**config.mk**
```make
export PLATFORM = sky130hd
export DESIGN_NAME = dual_down_timer
export DESIGN_NICKNAME = d
export VERILOG_FILES = /design/src/rtl/dtimer_pkg.sv /design/src/rtl/dtimer_prescale.sv /design/src/rtl/dtimer_channel.sv /design/src/rtl/dual_down_timer.sv
export SDC_FILE = /design/constraint.sdc
export NUM_CORES = 1
export LEC_CHECK = 0
export BUFFER_PORTS_ARGS = -buffer_cell sky130_fd_sc_hd__buf_4
export CAP_MARGIN = 20
export CELL_PAD_IN_SITES_DETAIL_PLACEMENT = 0
export CELL_PAD_IN_SITES_GLOBAL_PLACEMENT = 1
export CORE_MARGIN = 5
export CORE_UTILIZATION = 45
export CTS_CLUSTER_SIZE = 20
export DETAILED_ROUTE_END_ITERATION = 8
export PLACE_DENSITY = 0.81
export SLEW_MARGIN = 20
export SYNTH_ARGS = -nofsm -noshare
export SYNTH_HDL_FRONTEND = slang
export SYNTH_SLANG_ARGS = --single-unit
```
**constraint.sdc**
```tcl
create_clock -name clk_i -period 8.78 [get_ports clk_i]
set_clock_uncertainty 0.15 [all_clocks]
set_input_delay 0 -clock clk_i [delete_from_list [all_inputs] [get_ports clk_i]]
set_output_delay 0 -clock clk_i [all_outputs]
set_load 0.05 [all_outputs]
```
**src/rtl/dtimer_pkg.sv**
```systemverilog
package dtimer_pkg;
  localparam int NCH    = 2;
  localparam int DATA_W = 32;
  localparam int DIV_W  = 3;

  localparam int CTRL_OFF = 'h00;
  localparam int STAT_OFF = 'h04;
  localparam int RLD_OFF [NCH] = '{'h10, 'h18};
  localparam int VAL_OFF [NCH] = '{'h14, 'h1C};

  localparam int EN_POS   [NCH] = '{0, 2};
  localparam int REL_POS  [NCH] = '{1, 3};
  localparam int REF_POS  [NCH] = '{11, 12};
  localparam int DIV_POS  [NCH] = '{19, 22};
  localparam int STAT_POS [NCH] = '{0, 8};
endpackage

```
**src/rtl/dtimer_prescale.sv**
```systemverilog
module dtimer_prescale #(
  parameter int DIV_W = 3
) (
  input  logic             clk_i,
  input  logic             rst_ni,
  input  logic             en_i,
  input  logic             cnt_en_i,
  input  logic [DIV_W-1:0] div_i,
  output logic             tick_o
);
  localparam int PCNT_W = (1 << DIV_W) - 1;

  logic [PCNT_W-1:0] pcnt_q, mask;
  logic              wrap;

  assign mask   = ~({PCNT_W{1'b1}} << div_i);
  assign wrap   = (pcnt_q >= mask);
  assign tick_o = en_i & cnt_en_i & wrap;

  always_ff @(posedge clk_i or negedge rst_ni) begin
    if (!rst_ni)       pcnt_q <= '0;
    else if (!en_i)    pcnt_q <= '0;
    else if (cnt_en_i) pcnt_q <= wrap ? '0 : pcnt_q + 1'b1;
  end

  assert_pre_idle_R4: assert property (@(posedge clk_i) disable iff (!rst_ni)
    !en_i |=> (pcnt_q == '0));
endmodule

```
**src/rtl/dtimer_channel.sv**
```systemverilog
module dtimer_channel #(
  parameter int CNT_W = 32,
  parameter int DIV_W = 3
) (
  input  logic             clk_i,
  input  logic             rst_ni,
  input  logic             en_i,
  input  logic             rel_i,
  input  logic             ref_sel_i,
  input  logic [DIV_W-1:0] div_i,
  input  logic             ref_tick_i,
  input  logic             ld_reload_i,
  input  logic             ld_value_i,
  input  logic [CNT_W-1:0] wdata_i,
  output logic [CNT_W-1:0] reload_o,
  output logic [CNT_W-1:0] value_o,
  output logic             expire_o
);
  logic [CNT_W-1:0] value_q, reload_q;
  logic             halted_q, tick, step, at_zero;

  dtimer_prescale #(.DIV_W(DIV_W)) u_pre (
    .clk_i    (clk_i),
    .rst_ni   (rst_ni),
    .en_i     (en_i),
    .cnt_en_i (ref_sel_i ? ref_tick_i : 1'b1),
    .div_i    (div_i),
    .tick_o   (tick)
  );

  assign step     = tick & ~halted_q;
  assign at_zero  = (value_q == '0);
  assign expire_o = step & at_zero & ~ld_value_i;
  assign reload_o = reload_q;
  assign value_o  = value_q;

  always_ff @(posedge clk_i or negedge rst_ni) begin
    if (!rst_ni)          reload_q <= '0;
    else if (ld_reload_i) reload_q <= wdata_i;
  end

  always_ff @(posedge clk_i or negedge rst_ni) begin
    if (!rst_ni)         value_q <= '0;
    else if (ld_value_i) value_q <= wdata_i;
    else if (step) begin
      if (!at_zero)      value_q <= value_q - 1'b1;
      else if (rel_i)    value_q <= reload_q;
    end
  end

  always_ff @(posedge clk_i or negedge rst_ni) begin
    if (!rst_ni)                   halted_q <= 1'b0;
    else if (ld_value_i || !en_i)  halted_q <= 1'b0;
    else if (expire_o && !rel_i)   halted_q <= 1'b1;
  end

  assert_reload_load_R5: assert property (@(posedge clk_i) disable iff (!rst_ni)
    (expire_o && rel_i) |=> (value_q == $past(reload_q)));
  assert_oneshot_park_R6: assert property (@(posedge clk_i) disable iff (!rst_ni)
    (expire_o && !rel_i) |=> (value_q == '0));
  assert_oneshot_quiet_R6: assert property (@(posedge clk_i) disable iff (!rst_ni)
    (halted_q && !ld_value_i && en_i) |=> (!expire_o && $stable(value_q)));
  assert_stop_frozen_R9: assert property (@(posedge clk_i) disable iff (!rst_ni)
    (!en_i && !ld_value_i) |=> $stable(value_q));
  assert_write_wins_R10: assert property (@(posedge clk_i) disable iff (!rst_ni)
    ld_value_i |=> (value_q == $past(wdata_i)));
endmodule

```
**src/rtl/dual_down_timer.sv**
```systemverilog
module dual_down_timer
  import dtimer_pkg::*;
#(
  parameter int CNT_W  = 32,
  parameter int ADDR_W = 8
) (
  input  logic              clk_i,
  input  logic              rst_ni,
  input  logic              ref_tick_i,
  input  logic              bus_sel_i,
  input  logic              bus_we_i,
  input  logic [ADDR_W-1:0] bus_addr_i,
  input  logic [31:0]       bus_wdata_i,
  output logic [31:0]       bus_rdata_o,
  output logic [1:0]        evt_o
);
  logic             bus_wr, wr_ctrl, wr_stat;
  logic [NCH-1:0]   en_q, rel_q, ref_q, status_q, expire;
  logic [DIV_W-1:0] div_q [NCH];
  logic [CNT_W-1:0] reload [NCH];
  logic [CNT_W-1:0] value  [NCH];

  assign bus_wr  = bus_sel_i & bus_we_i;
  assign wr_ctrl = bus_wr && (bus_addr_i == ADDR_W'(CTRL_OFF));
  assign wr_stat = bus_wr && (bus_addr_i == ADDR_W'(STAT_OFF));

  for (genvar g = 0; g < NCH; g++) begin : g_ch
    logic ld_rld, ld_val;
    assign ld_rld = bus_wr && (bus_addr_i == ADDR_W'(RLD_OFF[g]));
    assign ld_val = bus_wr && (bus_addr_i == ADDR_W'(VAL_OFF[g]));

    always_ff @(posedge clk_i or negedge rst_ni) begin
      if (!rst_ni) begin
        en_q[g]  <= 1'b0;
        rel_q[g] <= 1'b0;
        ref_q[g] <= 1'b0;
        div_q[g] <= '0;
      end else if (wr_ctrl) begin
        en_q[g]  <= bus_wdata_i[EN_POS[g]];
        rel_q[g] <= bus_wdata_i[REL_POS[g]];
        ref_q[g] <= bus_wdata_i[REF_POS[g]];
        div_q[g] <= bus_wdata_i[DIV_POS[g] +: DIV_W];
      end
    end

    // expiry is OR-ed after the clear so it wins a same-cycle write
    always_ff @(posedge clk_i or negedge rst_ni) begin
      if (!rst_ni) status_q[g] <= 1'b0;
      else status_q[g] <= (status_q[g] & ~(wr_stat & ~bus_wdata_i[STAT_POS[g]]))
                          | expire[g];
    end

    dtimer_channel #(.CNT_W(CNT_W), .DIV_W(DIV_W)) u_chan (
      .clk_i       (clk_i),
      .rst_ni      (rst_ni),
      .en_i        (en_q[g]),
      .rel_i       (rel_q[g]),
      .ref_sel_i   (ref_q[g]),
      .div_i       (div_q[g]),
      .ref_tick_i  (ref_tick_i),
      .ld_reload_i (ld_rld),
      .ld_value_i  (ld_val),
      .wdata_i     (bus_wdata_i[CNT_W-1:0]),
      .reload_o    (reload[g]),
      .value_o     (value[g]),
      .expire_o    (expire[g])
    );

    assign evt_o[g] = status_q[g] & en_q[g];

    assert_expiry_wins_R8: assert property (@(posedge clk_i) disable iff (!rst_ni)
      expire[g] |=> status_q[g]);
    assert_status_sticky_R7: assert property (@(posedge clk_i) disable iff (!rst_ni)
      (status_q[g] && !(wr_stat && !bus_wdata_i[STAT_POS[g]])) |=> status_q[g]);
    assert_status_clear_R7: assert property (@(posedge clk_i) disable iff (!rst_ni)
      (wr_stat && !bus_wdata_i[STAT_POS[g]] && !expire[g]) |=> !status_q[g]);
    assert_evt_gate_R9: assert property (@(posedge clk_i) disable iff (!rst_ni)
      evt_o[g] |-> en_q[g]);
  end

  always_comb begin
    bus_rdata_o = '0;
    if (bus_addr_i == ADDR_W'(CTRL_OFF)) begin
      for (int i = 0; i < NCH; i++) begin
        bus_rdata_o[EN_POS[i]]              = en_q[i];
        bus_rdata_o[REL_POS[i]]             = rel_q[i];
        bus_rdata_o[REF_POS[i]]             = ref_q[i];
        bus_rdata_o[DIV_POS[i] +: DIV_W]    = div_q[i];
      end
    end else if (bus_addr_i == ADDR_W'(STAT_OFF)) begin
      for (int i = 0; i < NCH; i++) bus_rdata_o[STAT_POS[i]] = status_q[i];
    end else begin
      for (int i = 0; i < NCH; i++) begin
        if (bus_addr_i == ADDR_W'(RLD_OFF[i])) bus_rdata_o = DATA_W'(reload[i]);
        if (bus_addr_i == ADDR_W'(VAL_OFF[i])) bus_rdata_o = DATA_W'(value[i]);
      end
    end
  end
endmodule

```
Word level (Yosys, flattened, before mapping)
Cells that the tools add are included.

$mul: 0. Shifts and indexed selects: 2. Reduce and logical (&&, ||, !) cells: 23. Eq/ne operators: 9. Mux-type cells: 34. Add/subtract/negate cells: 4. Bitwise operators: 29. $lt $le $gt $ge: 2. Divide/modulo/power cells: 0.

Operators with widths (number): $mux 32 (12); $logic_not 32->1 (2); $sub 32x1->32 const B (2); $mux 7 (9); $eq 8x5->1 const B (4); $mux 23 (1); $and 1x1->1 (17); $add 7x1->7 const B (2); $ge 7x7->1 (2); $not 7->7 (2); $shl 7x3->7 const A (2); $mux 6 (2); $eq 8x3->1 const B (1); $logic_and 1x1->1 (8); $logic_not 8->1 (1); $mux 1 (8); $not 1->1 (8); $reduce_bool 2->1 (4); $ne 3x2->1 const B (2); $logic_not 1->1 (4); $mux 4 (1); $ne 2x1->1 const B (2); $reduce_and 2->1 (2); $logic_or 1x1->1 (2); 2 further kinds (3).

Bits in latches: 0. Memories: 0. RAM bits: 0. Bits in read-only memories: 0. Register bits: 158. Logic and storage cells: 121. Input port bits: 45.

Longest topological paths before layout
Gate-level depths: netlist of the first run.

Depth in word-level cells: 10. Gate-level depth with buffers: 12. Gate-level depth less buffers: 9.

By module
From an unflattened synthesis of the first run, not the netlist that was laid out.

Cell total of the unflattened synthesis: 1147. Area total of the unflattened synthesis: 10465.0 µm².

By module, submodules not included: dtimer_channel (instances 2, cells each 414, area each 3807.4 µm²); dual_down_timer (instances 1, cells each 199, area each 1749.2 µm²); dtimer_prescale (instances 2, cells each 60, area each 550.5 µm²).

Worst setup path before layout of the first run
OpenSTA, ideal clock, no wires.

Kind: register to register. Start point: register g_ch[1].u_chan.value_q[8]. End point: register g_ch[1].u_chan.value_q[7]. Stages on the path, launching flop included: 13. Data arrival time: 2.763 ns. Period minus slack after synthesis: 3.032 ns. Setup slack: 5.748 ns. Required time: 8.511 ns. Path buffers: 5. Cell sequence: dfrtp_1 buf_6 or4_4 buf_6 or4b_4 buf_6 or3_1 buf_6 buf_6 nor3b_2 a31oi_1 o22ai_2 nor2_1.

Longest elaborated chain between the ends: 4. Elaborated cells on any way between the ends: 6. Those cells by class: eq/ne: 1; mux: 3; reduce/logical: 2.

Ends and longest elaborated chain: from (decl) (line dtimer_channel.sv:19) `logic [CNT_W-1:0] value_q, reload_q;`; from (signal assigned) (line dtimer_channel.sv:44) `else if (ld_value_i) value_q <= wdata_i;`; from (signal assigned) (line dtimer_channel.sv:46) `if (!at_zero) value_q <= value_q - 1'b1;`; from (signal assigned) (line dtimer_channel.sv:47) `else if (rel_i) value_q <= reload_q;`; $logic_not 32->1 * (line dtimer_channel.sv:32) `assign at_zero = (value_q == '0);`; $mux 32 (line dtimer_channel.sv:46); $mux 32 (line dtimer_channel.sv:45) `else if (step) begin`; $mux 32 (line dtimer_channel.sv:44).

Every way passes the cells marked *; elsewhere a longest branch is shown, timed or not. The select of a mux whose other input is x is not followed. A chain may end at the register's enable or synchronous reset.

Worst setup path in the final report of the first run
Start point: register g_ch[0].u_chan.value_q[25]. End point: register g_ch[0].u_chan.value_q[5].

Longest elaborated chain between the ends: 4. Elaborated cells on any way between the ends: 6. Those cells by class: eq/ne: 1; mux: 3; reduce/logical: 2.

Ends and longest elaborated chain (line): from (decl) (dtimer_channel.sv:19); from (signal assigned) (dtimer_channel.sv:44); from (signal assigned) (dtimer_channel.sv:46); from (signal assigned) (dtimer_channel.sv:47); $logic_not 32->1 * (dtimer_channel.sv:32); $mux 32 (dtimer_channel.sv:46); $mux 32 (dtimer_channel.sv:45); $mux 32 (dtimer_channel.sv:44).

Marks and branches as above.

==> Flow_metrics.wiki, run 1 <==
{| class="wikitable"
! Metric !! Value
|-
| Number of cell rows || 53
|-
| Synth top area cells || sky130_fd_sc_hd__dfrtp_1 41%, sky130_fd_sc_hd__mux2_2 8.3%, sky130_fd_sc_hd__nand2_1 5.9%, sky130_fd_sc_hd__a21oi_1 4.8%, sky130_fd_sc_hd__o21ai_0 3.6%
|-
| Crit-path max FO || 22
|-
| Routed via count divided by cell count || about 6.4
|-
| DIE AREA || roughly 0.025 mm²
|-
| Launching element type of the critical path || flip-flop
|-
| Highest Clock Rate || 0.2592 GHz
|-
| Normalized max-slew margin || 0.2457
|-
| Clock Path Buffers || 2
|-
| Number of vias after detailed routing || about 9400
|-
| Post-route antenna net violation count || 0
|-
| Fraction of final layout cells sized beyond drive strength 1 || 0.1940
|-
| Number of register bits inferred by synthesis || 158
|-
| Count of different cell masters after synthesis || roughly 70
|-
| Vias in the first global route || 8978
|-
| Final worst slack || between 4 and 5 ns
|-
| Synthesis warning total || 0
|-
| Arithmetic-cell share of the synthesized area counting full adders, half adders and majority gates || 0.02567
|-
| Met2 demand-to-capacity share in global routing || 0.4287
|-
| Number of H-tree levels || 4
|-
| Post-synthesis cell type with the largest combined area || sky130_fd_sc_hd__dfrtp_1
|-
| Post-synthesis share of cell area spent on and, or, nand and nor gates || 0.2123
|-
| Antenna violations before repair || 1
|-
| Dominant combinational cell family by area after synthesis || simple AND/OR/NAND/NOR gates
|-
| Setup Slack @ Placement || roughly 5 ns
|-
| Final max-slew violation count || 0
|-
| Setup TNS || 0 ns
|-
| First-iteration detailed-routing DRC count || between 1000 and 1500
|-
| Mean instance size in the synthesized netlist || 8.789 µm²
|-
| Reg clk slew, reported paths || around 0.080 ns
|-
| Global route hottest layer || met2
|-
| Sequential standard cell area || between 0.003 and 0.004 mm²
|-
| Skew-Pair Late Insertion Delay || ~0.43 ns
|-
| Initial core utilization || 0.4608
|-
| Setup repair after global routing missed its margin || false
|-
| Global-route congestion overflow total || 0
|-
| Post CTS Setup Buffer Count || 0
|-
| Pin count of the biggest net entering global routing || between 80 and 90
|-
| Resized cells post-CTS || 0
|-
| Max cap viols || 0
|-
| Clock tree from TritonCTS || built
|-
| GR Util met1 || 0.4114
|-
| Xor/xnor share of the synthesized area || 0.007189
|-
| Final count of negative-setup-slack endpoints || 0
|-
| Net count reported at finish || between 1000 and 1500
|-
| Overall power || between 2 and 3 mW
|-
| # DRC || 0
|-
| Final wirelength || between 30000 and 40000 µm
|-
| Number of diodes added for antenna fixing || 0
|-
| Final weighted congestion in routability-driven placement || ~0.96
|-
| Total CTS buffers || 17
|-
| Count of flip-flops with a built-in enable after synthesis || 0
|-
| Transition at the pin with the smallest max-transition slack || between 1 and 1.5 ns
|-
| Final period utilization || 0.4395
|-
| Post-Syn Nets || about 1200
|-
| Hold buffer count at CTS || 34
|-
| Post-synth ARST share || 1.000
|-
| Die width || between 150 and 200 µm
|-
| Global Route Usage Sum || 0.2849
|-
| Fillers || 1946
|-
| First-pass GRT wire length || around 54000 µm
|-
| Worst hold-check path type || input pin to flip-flop
|-
| Primary FF master, synth || sky130_fd_sc_hd__dfrtp_1
|-
| Height of the die || 157.2 µm
|-
| Final Hold Fails || 0
|-
| Area used by multi-input combinational logic || between 0.005 and 0.006 mm²
|-
| Run status || finished clean
|-
| Fraction of synthesized cell area taken by the top area cell type || 0.4056
|-
| Number of placed I/O pins || a little under 80
|-
| Synth Area in Compound Gates || 0.2117
|-
| Critical path class || flip-flop to flip-flop
|-
| Count of clock tree sinks || 158
|-
| # port buffers || 78
|-
| Routed length per instance || around 24 µm
|-
| Final period demand of the worst path || ~3.9 ns
|-
| Power density of the placed cells || 237.1 mW/mm²
|-
| Global-route met3 utilization || 0.06324
|-
| Detailed placer's ending HPWL || approximately 25000 µm
|-
| Proportion of synthesized chip area in sequential cells || 0.4056
|-
| Maximum ir drop on the vdd rail || 137.2 µV
|-
| Clock root buffer master || sky130_fd_sc_hd__clkbuf_16
|-
| Drt first pass iters || 9
|-
| CP Data Required Time || between 8 and 9 ns
|-
| Leakage Power || 5.223 nW
|-
| Standard cell core area || roughly 0.021 mm²
|-
| Cell area after synthesis || between 0.009 and 0.01 mm²
|-
| Arrival time reported for the critical path endpoint || 4.02 ns
|-
| Multiplexer share of the synthesized area || 0.09166
|-
| Synth Instances || 1109
|-
| Synth-to-layout area growth || 17.57%
|-
| Kind of end point of the critical path || flip-flop
|}
## flip-flops by register name, indices dropped and copies added (netlist names)
| signal | count |
|---|---|
| div_q | 6 |
| en_q | 2 |
| g_ch.u_chan.halted_q | 2 |
| g_ch.u_chan.reload_o | 64 |
| g_ch.u_chan.u_pre.pcnt_q | 14 |
| g_ch.u_chan.value_o | 64 |
| ref_q | 2 |
| rel_q | 2 |
| status_q | 2 |
## synthesized netlist by cell type, drive strengths merged, types with 10 or more instances
master and n:
a22oi 10, o21ai 75, inv 28, a222oi 30, buf 30, nand2b 11, or4 18, nand2 154
mux2 72, nor3 36, nand3 25, o221ai 13, ha 20, clkbuf 41, nor2 94, a31oi 26
dfrtp 158, or3 21, o211ai 15, a21oi 94, a211oi 13, nor4 23, o31ai 13
## metal layers
layer | share of wire | vias up
li1 | - | 4308
met1 | 0.43 | 4553
met2 | 0.45 | 486
met3 | 0.094 | 72
met4 | 0.028 | 2
met5 | 0.00037 | -
## per-stage QoR
stage / std cells / util / hold WS, ns / instance area (µm²)
after detailed placement: 1410 / 0.4987 / -0.02583 / 10550
after floorplan: 1109 / - / -0.4456 / 9747
final: 1476 / 0.5417 / 0.01871 / 11460
after global routing: 1476 / 0.5417 / 0.06359 / 11460
after global placement: 1410 / 0.4987 / -0.02401 / 10550
after CTS: 1476 / 0.5417 / 0.01829 / 11460
## worst max-delay path, cell delays in order (launching register included)
cell and delay, ns:
sky130_fd_sc_hd__dfrtp_1 0.46, sky130_fd_sc_hd__nor4_1 0.64, sky130_fd_sc_hd__nand2_1 0.23, sky130_fd_sc_hd__or4_1 0.99
sky130_fd_sc_hd__nor2_1 0.40, sky130_fd_sc_hd__o21ai_2 0.30, sky130_fd_sc_hd__buf_4 0.33, sky130_fd_sc_hd__a21oi_1 0.17
sky130_fd_sc_hd__a31oi_1 0.06
## power breakdown
part / total, mW / switching (mW) / internal, mW
logic: 0.897 / 0.560 / 0.337
clock network: 0.726 / 0.350 / 0.376
registers: 1.09 / 0.230 / 0.865
total: 2.72 / 1.14 / 1.58
## cells by family after synthesis
logic type / after synthesis
buffers and inverters: 99
AOI/OAI and AO/OA: 320
DFF: 158
adders and majority gates: 20
xor gates and xnor gates: 8
muxes: 79
and+or+nand+nor: 425
## final timing paths
check / endpoint / cells after the start / slack [ns] / from
min: g_ch[0].u_chan.u_pre.pcnt_q[0] / 5 / 0.02 / ref_tick_i
max in group asynchronous: g_ch[0].u_chan.reload_o[15] / 3 / 6.93 / rst_ni
max reg2reg: g_ch[0].u_chan.value_o[5] / 8 / 4.92 / g_ch[0].u_chan.value_o[25]
max: g_ch[0].u_chan.value_o[5] / 8 / 4.92 / g_ch[0].u_chan.value_o[25]
min in group asynchronous: g_ch[1].u_chan.reload_o[6] / 2 / 0.06 / rst_ni
min reg2reg: g_ch[0].u_chan.u_pre.pcnt_q[5] / 1 / 0.36 / g_ch[0].u_chan.u_pre.pcnt_q[5]
## placed cells by master (no fill, tap or decap), drive strengths merged, types with 17 or more instances in the layout
cell type and n:
a21oi 94, a222oi 30, a31oi 26, buf 97, clkbuf 17, dfrtp 158
dlygate4sd3 34, ha 20, inv 36, mux2 72, nand2 154, nand3 25
nor2 94, nor3 36, nor4 23, o21ai 75, or3 21, or4 18
## layout make-up
class	count	share of cell area
Clock buffer	17	0.03712
Clock inverter	15	0.01267
Inverter	28	0.009171
Multi-Input combinational cell	852	0.4724
Sequential cell	158	0.3450
Tap cell	275	0.03003
Timing Repair Buffer	131	0.09357
Note: power is estimated with default switching activity, not from simulation.
==> inputs of run 2 (changes only) <==
ABC_AREA = 1   (was unset)
CORE_UTILIZATION = 39   (was 45)
PLACE_DENSITY = 0.8   (was 0.81)
clock period = 3.4 ns   (was 8.78 ns; I/O delays follow)
==> Flow_metrics.wiki, run 2 <==
{| class="wikitable"
! Metric !! Value
|-
| Run status || finished clean (unchanged)
|-
| Commonest cells after routing, fill and taps aside || 681 x sky130_fd_sc_hd__nand2_1, 191 x sky130_fd_sc_hd__inv_1, 158 x sky130_fd_sc_hd__dfrtp_1 (was 158 x sky130_fd_sc_hd__dfrtp_1, 153 x sky130_fd_sc_hd__nand2_1, 96 x sky130_fd_sc_hd__buf_4)
|-
| Fillers || 3072 (was 1946)
|-
| Post-synthesis share of cell area spent on and, or, nand and nor gates || 0.3889 (was 0.2123)
|-
| Number of register bits inferred by synthesis || 158 (unchanged)
|-
| Antenna violations before repair || 0 (was 1)
|-
| Clock Path Buffers || 2 (unchanged)
|-
| Global Route Usage Sum || 0.2713 (was 0.2849)
|-
| Die width || 179.2 µm (was 157.2 µm)
|-
| Net count reported at finish || 1915 (was 1253)
|-
| Worst hold-check path type || input pin to asynchronous set/reset pin (was input pin to flip-flop)
|-
| Clock tree from TritonCTS || built (unchanged)
|-
| Reg clk slew, reported paths || 0.07 ns (was 0.08 ns)
|-
| Launching element type of the critical path || input pin (was flip-flop)
|-
| Count of clock tree sinks || 158 (unchanged)
|-
| Mean instance size in the synthesized netlist || 6.362 µm² (was 8.789 µm²)
|-
| Setup TNS || 0 ns (unchanged)
|-
| Synthesis warning total || 0 (unchanged)
|-
| Cell area reported after detailed placement || 0.01210 mm² (was 0.01055 mm²)
|-
| Initial core utilization || 0.3920 (was 0.4608)
|-
| Final weighted congestion in routability-driven placement || 0.9724 (was 0.9572)
|-
| Fraction of final layout cells sized beyond drive strength 1 || 0.09232 (was 0.1940)
|-
| Max cap viols || 0 (unchanged)
|-
| Routed via count divided by cell count || 5.235 (was 6.383)
|-
| Synth Instances || 1754 (was 1109)
|-
| Post-synth ARST share || 1.000 (unchanged)
|-
| Total CTS buffers || 17 (unchanged)
|-
| Dominant combinational cell family by area after synthesis || simple AND/OR/NAND/NOR gates (unchanged)
|-
| Post-layout util || 0.4575 (was 0.5417)
|-
| Post CTS Setup Buffer Count || 0 (unchanged)
|-
| Leakage Power || 7.020 nW (was 5.223 nW)
|-
| Multiplexer share of the synthesized area || 0 (was 0.09166)
|-
| Crit path buf inv count || 4 (was 1)
|-
| Kind of end point of the critical path || output pin (was flip-flop)
|-
| Number of H-tree levels || 4 (unchanged)
|-
| Transition at the pin with the smallest max-transition slack || 1.011 ns (was 1.127 ns)
|-
| Global-route congestion overflow total || 0 (unchanged)
|-
| Routed length per instance || 19.11 µm (was 23.63 µm)
|-
| Number of placed I/O pins || 79 (unchanged)
|-
| Height of the die || 179.2 µm (was 157.2 µm)
|-
| Vias in the first global route || 11191 (was 8978)
|-
| Proportion of synthesized chip area in sequential cells || 0.3543 (was 0.4056)
|-
| Commonest cells post-synth || 683 x sky130_fd_sc_hd__nand2_1, 191 x sky130_fd_sc_hd__inv_1, 158 x sky130_fd_sc_hd__dfrtp_1, 154 x sky130_fd_sc_hd__o21ai_0, 152 x sky130_fd_sc_hd__nor2_1 (was 158 x sky130_fd_sc_hd__dfrtp_1, 153 x sky130_fd_sc_hd__nand2_1, 94 x sky130_fd_sc_hd__a21oi_1, 93 x sky130_fd_sc_hd__nor2_1, 72 x sky130_fd_sc_hd__mux2_2)
|-
| Setup repair after global routing missed its margin || false (unchanged)
|-
| Post-synthesis cell type with the largest combined area || sky130_fd_sc_hd__dfrtp_1 (unchanged)
|-
| CP Data Required Time || 3.25 ns (was 8.94 ns)
|-
| Power density of the placed cells || 340.4 mW/mm² (was 237.1 mW/mm²)
|-
| Most common cell after layout, fill and taps aside || sky130_fd_sc_hd__nand2_1 (was sky130_fd_sc_hd__dfrtp_1)
|-
| Arrival time reported for the critical path endpoint || 2.72 ns (was 4.02 ns)
|-
| Primary FF master, synth || sky130_fd_sc_hd__dfrtp_1 (unchanged)
|-
| Synth-to-layout area growth || 16.72% (was 17.57%)
|-
| DIE AREA || 0.03210 mm² (was 0.02470 mm²)
|-
| Count of different cell masters after synthesis || 33 (was 68)
|-
| Crit-path max FO || 25 (was 22)
|-
| Final period utilization || 0.8455
|-
| Final Hold Fails || 0 (unchanged)
|-
| Skew-Pair Late Insertion Delay || 0.45 ns (was 0.43 ns)
|-
| Maximum ir drop on the vdd rail || 307.9 µV (was 137.2 µV)
|-
| Count of flip-flops with a built-in enable after synthesis || 0 (unchanged)
|-
| Number of cell rows || 62 (was 53)
|-
| Most frequently used cell type in the post-synthesis netlist || sky130_fd_sc_hd__nand2_1 (was sky130_fd_sc_hd__dfrtp_1)
|-
| Final period demand of the worst path || 2.875 ns
|-
| First-iteration detailed-routing DRC count || 1113 (was 1367)
|-
| Ordered list of cells on the worst path || buf_4 -> inv_2 -> nor2_1 -> nand3_1 -> nor2_4 -> inv_1 -> o21ai_0 -> o22ai_1 -> o21ai_0 -> buf_4 (was nor4_1 -> nand2_1 -> or4_1 -> nor2_1 -> o21ai_2 -> buf_4 -> a21oi_1 -> a31oi_1)
|-
| Peak per-stage delay on the critical path || 0.73 ns (was 0.99 ns)
|-
| Arithmetic-cell share of the synthesized area counting full adders, half adders and majority gates || 0.02242 (was 0.02567)
|-
| Normalized max-slew margin || 0.3238 (was 0.2457)
|-
| First-pass GRT wire length || 66160 µm (was 54190 µm)
|-
| Highest Clock Rate || around 0.35 GHz
|-
| Final count of negative-setup-slack endpoints || 0 (unchanged)
|-
| Pin count of the biggest net entering global routing || 79 (was 88)
|-
| Detailed placer's ending HPWL || 32250 µm (was 24570 µm)
|-
| Synth Area in Compound Gates || 0.1194 (was 0.2117)
|-
| CP max-delay cell || sky130_fd_sc_hd__inv_1 (was sky130_fd_sc_hd__or4_1)
|-
| Cell area after synthesis || 0.01116 mm² (was 0.009747 mm²)
|-
| Family of cells with the greatest summed delay on the critical path || buffers and inverters (was simple AND/OR/NAND/NOR gates)
|-
| # port buffers || 78 (unchanged)
|-
| Xor/xnor share of the synthesized area || 0.02119 (was 0.007189)
|-
| Clock root buffer master || sky130_fd_sc_hd__clkbuf_16 (unchanged)
|-
| Area of all placed cells without fillers || 0.01303 mm² (was 0.01146 mm²)
|-
| Critical path class || input pin to output pin (was flip-flop to flip-flop)
|-
| Drt first pass iters || 6 (was 9)
|-
| Synth top area cells || sky130_fd_sc_hd__dfrtp_1 35%, sky130_fd_sc_hd__nand2_1 23%, sky130_fd_sc_hd__o21ai_0 6.9%, sky130_fd_sc_hd__nand3_1 6.5%, sky130_fd_sc_hd__inv_1 6.4% (was sky130_fd_sc_hd__dfrtp_1 41%, sky130_fd_sc_hd__mux2_2 8.3%, sky130_fd_sc_hd__nand2_1 5.9%, sky130_fd_sc_hd__a21oi_1 4.8%, sky130_fd_sc_hd__o21ai_0 3.6%)
|-
| # DRC || 0 (unchanged)
|-
| Overall power || 4.433 mW (was 2.717 mW)
|-
| Fraction of synthesized cell area taken by the top area cell type || 0.3543 (was 0.4056)
|-
| Final max-slew violation count || 0 (unchanged)
|-
| Post-route antenna net violation count || 0 (unchanged)
|-
| Final wirelength || 42950 µm (was 34880 µm)
|-
| Number of diodes added for antenna fixing || 0 (unchanged)
|-
| Post-Syn Nets || 1819 (was 1174)
|-
| Number of vias after detailed routing || 11762 (was 9421)
|-
| Standard cell core area || 0.02847 mm² (was 0.02115 mm²)
|}
run 2: cell types whose count changed after synthesis, moves of 59 or more:
cell | previous run | this run
sky130_fd_sc_hd__a21oi_1 | 94 | 33
sky130_fd_sc_hd__inv_1 | 28 | 191
sky130_fd_sc_hd__mux2_2 | 72 | 0
sky130_fd_sc_hd__nand2_1 | 153 | 683
sky130_fd_sc_hd__nand3_1 | 25 | 144
sky130_fd_sc_hd__nor2_1 | 93 | 152
sky130_fd_sc_hd__o21ai_0 | 70 | 154
run 2: cell families (layout without fill, tap and decap cells):
family          Yosys count  after routing
compound gates          248            248
xor+xnor                 27             27
fa+ha+maj                20             20
buf+inv                 256            365
flops                   158            158
simple gates           1045           1045
run 2: cell type report:
cell class,instances,area (µm²),area share
clock buffers,18,439.2,0.03372
repair buffers,133,1105,0.08482
clock inverters,14,123.9,0.009510
well taps,384,480.5,0.03689
inverters,200,753.2,0.05783
flip-flops and latches,158,3954,0.3036
multi-input cells,1340,6170,0.4737
run 2: metrics by stage:
step,hold WS (ns),setup WS [ns],instances
after detailed placement,-0.03989,0.5602,2179
final,0.005532,0.5252,2247
after CTS,0.04226,0.5571,2247
after global routing,0.07142,0.4202,2247
after global placement,-0.03579,0.4707,2179
after floorplan,-0.4456,1.297,1754
run 2: worst paths after layout:
path | slack [ns] | depth (start not counted) | from | endpoint
setup / recovery | 0.53 | 10 | bus_addr_i[4] | bus_rdata_o[22]
hold / removal | 0.006 | 2 | rst_ni | g_ch[1].u_chan.reload_o[10]
setup reg to reg | 0.58 | 11 | g_ch[0].u_chan.value_o[0] | g_ch[0].u_chan.value_o[11]
hold reg to reg | 0.34 | 2 | g_ch[1].u_chan.reload_o[19] | g_ch[1].u_chan.reload_o[19]
max in group asynchronous | 2.15 | 3 | rst_ni | div_q[2]
min in group clk_i | 0.07 | 6 | bus_addr_i[2] | g_ch[1].u_chan.halted_q
run 2: report_power, final:
part | switching, mW | internal (mW)
Combinational | 0.365 | 0.200
Clock | 0.934 | 0.983
Sequential | 0.0360 | 1.91
run 2: routing by layer:
layer,global-route usage,share of wire,up-vias
li1,-,-,5772
met1,0.3764,0.44,5493
met2,0.4235,0.45,430
met5,0,0,-
met4,0.09108,0.031,0
met3,0.05546,0.078,67
run 2: timing repair:
item / CTS / global route
hold endpoints to repair: 228 / 0
gates resized for setup: 0 / 0
hold buffers: 36 / 0
run 2: worst register-to-register path, delay by kind of cell, from the launching register on:
family | cells | cell delay, ns
simple gates | 8 | 1.40
buf+inv | 2 | 0.50
flops | 1 | 0.40
fa+ha+maj | 1 | 0.26
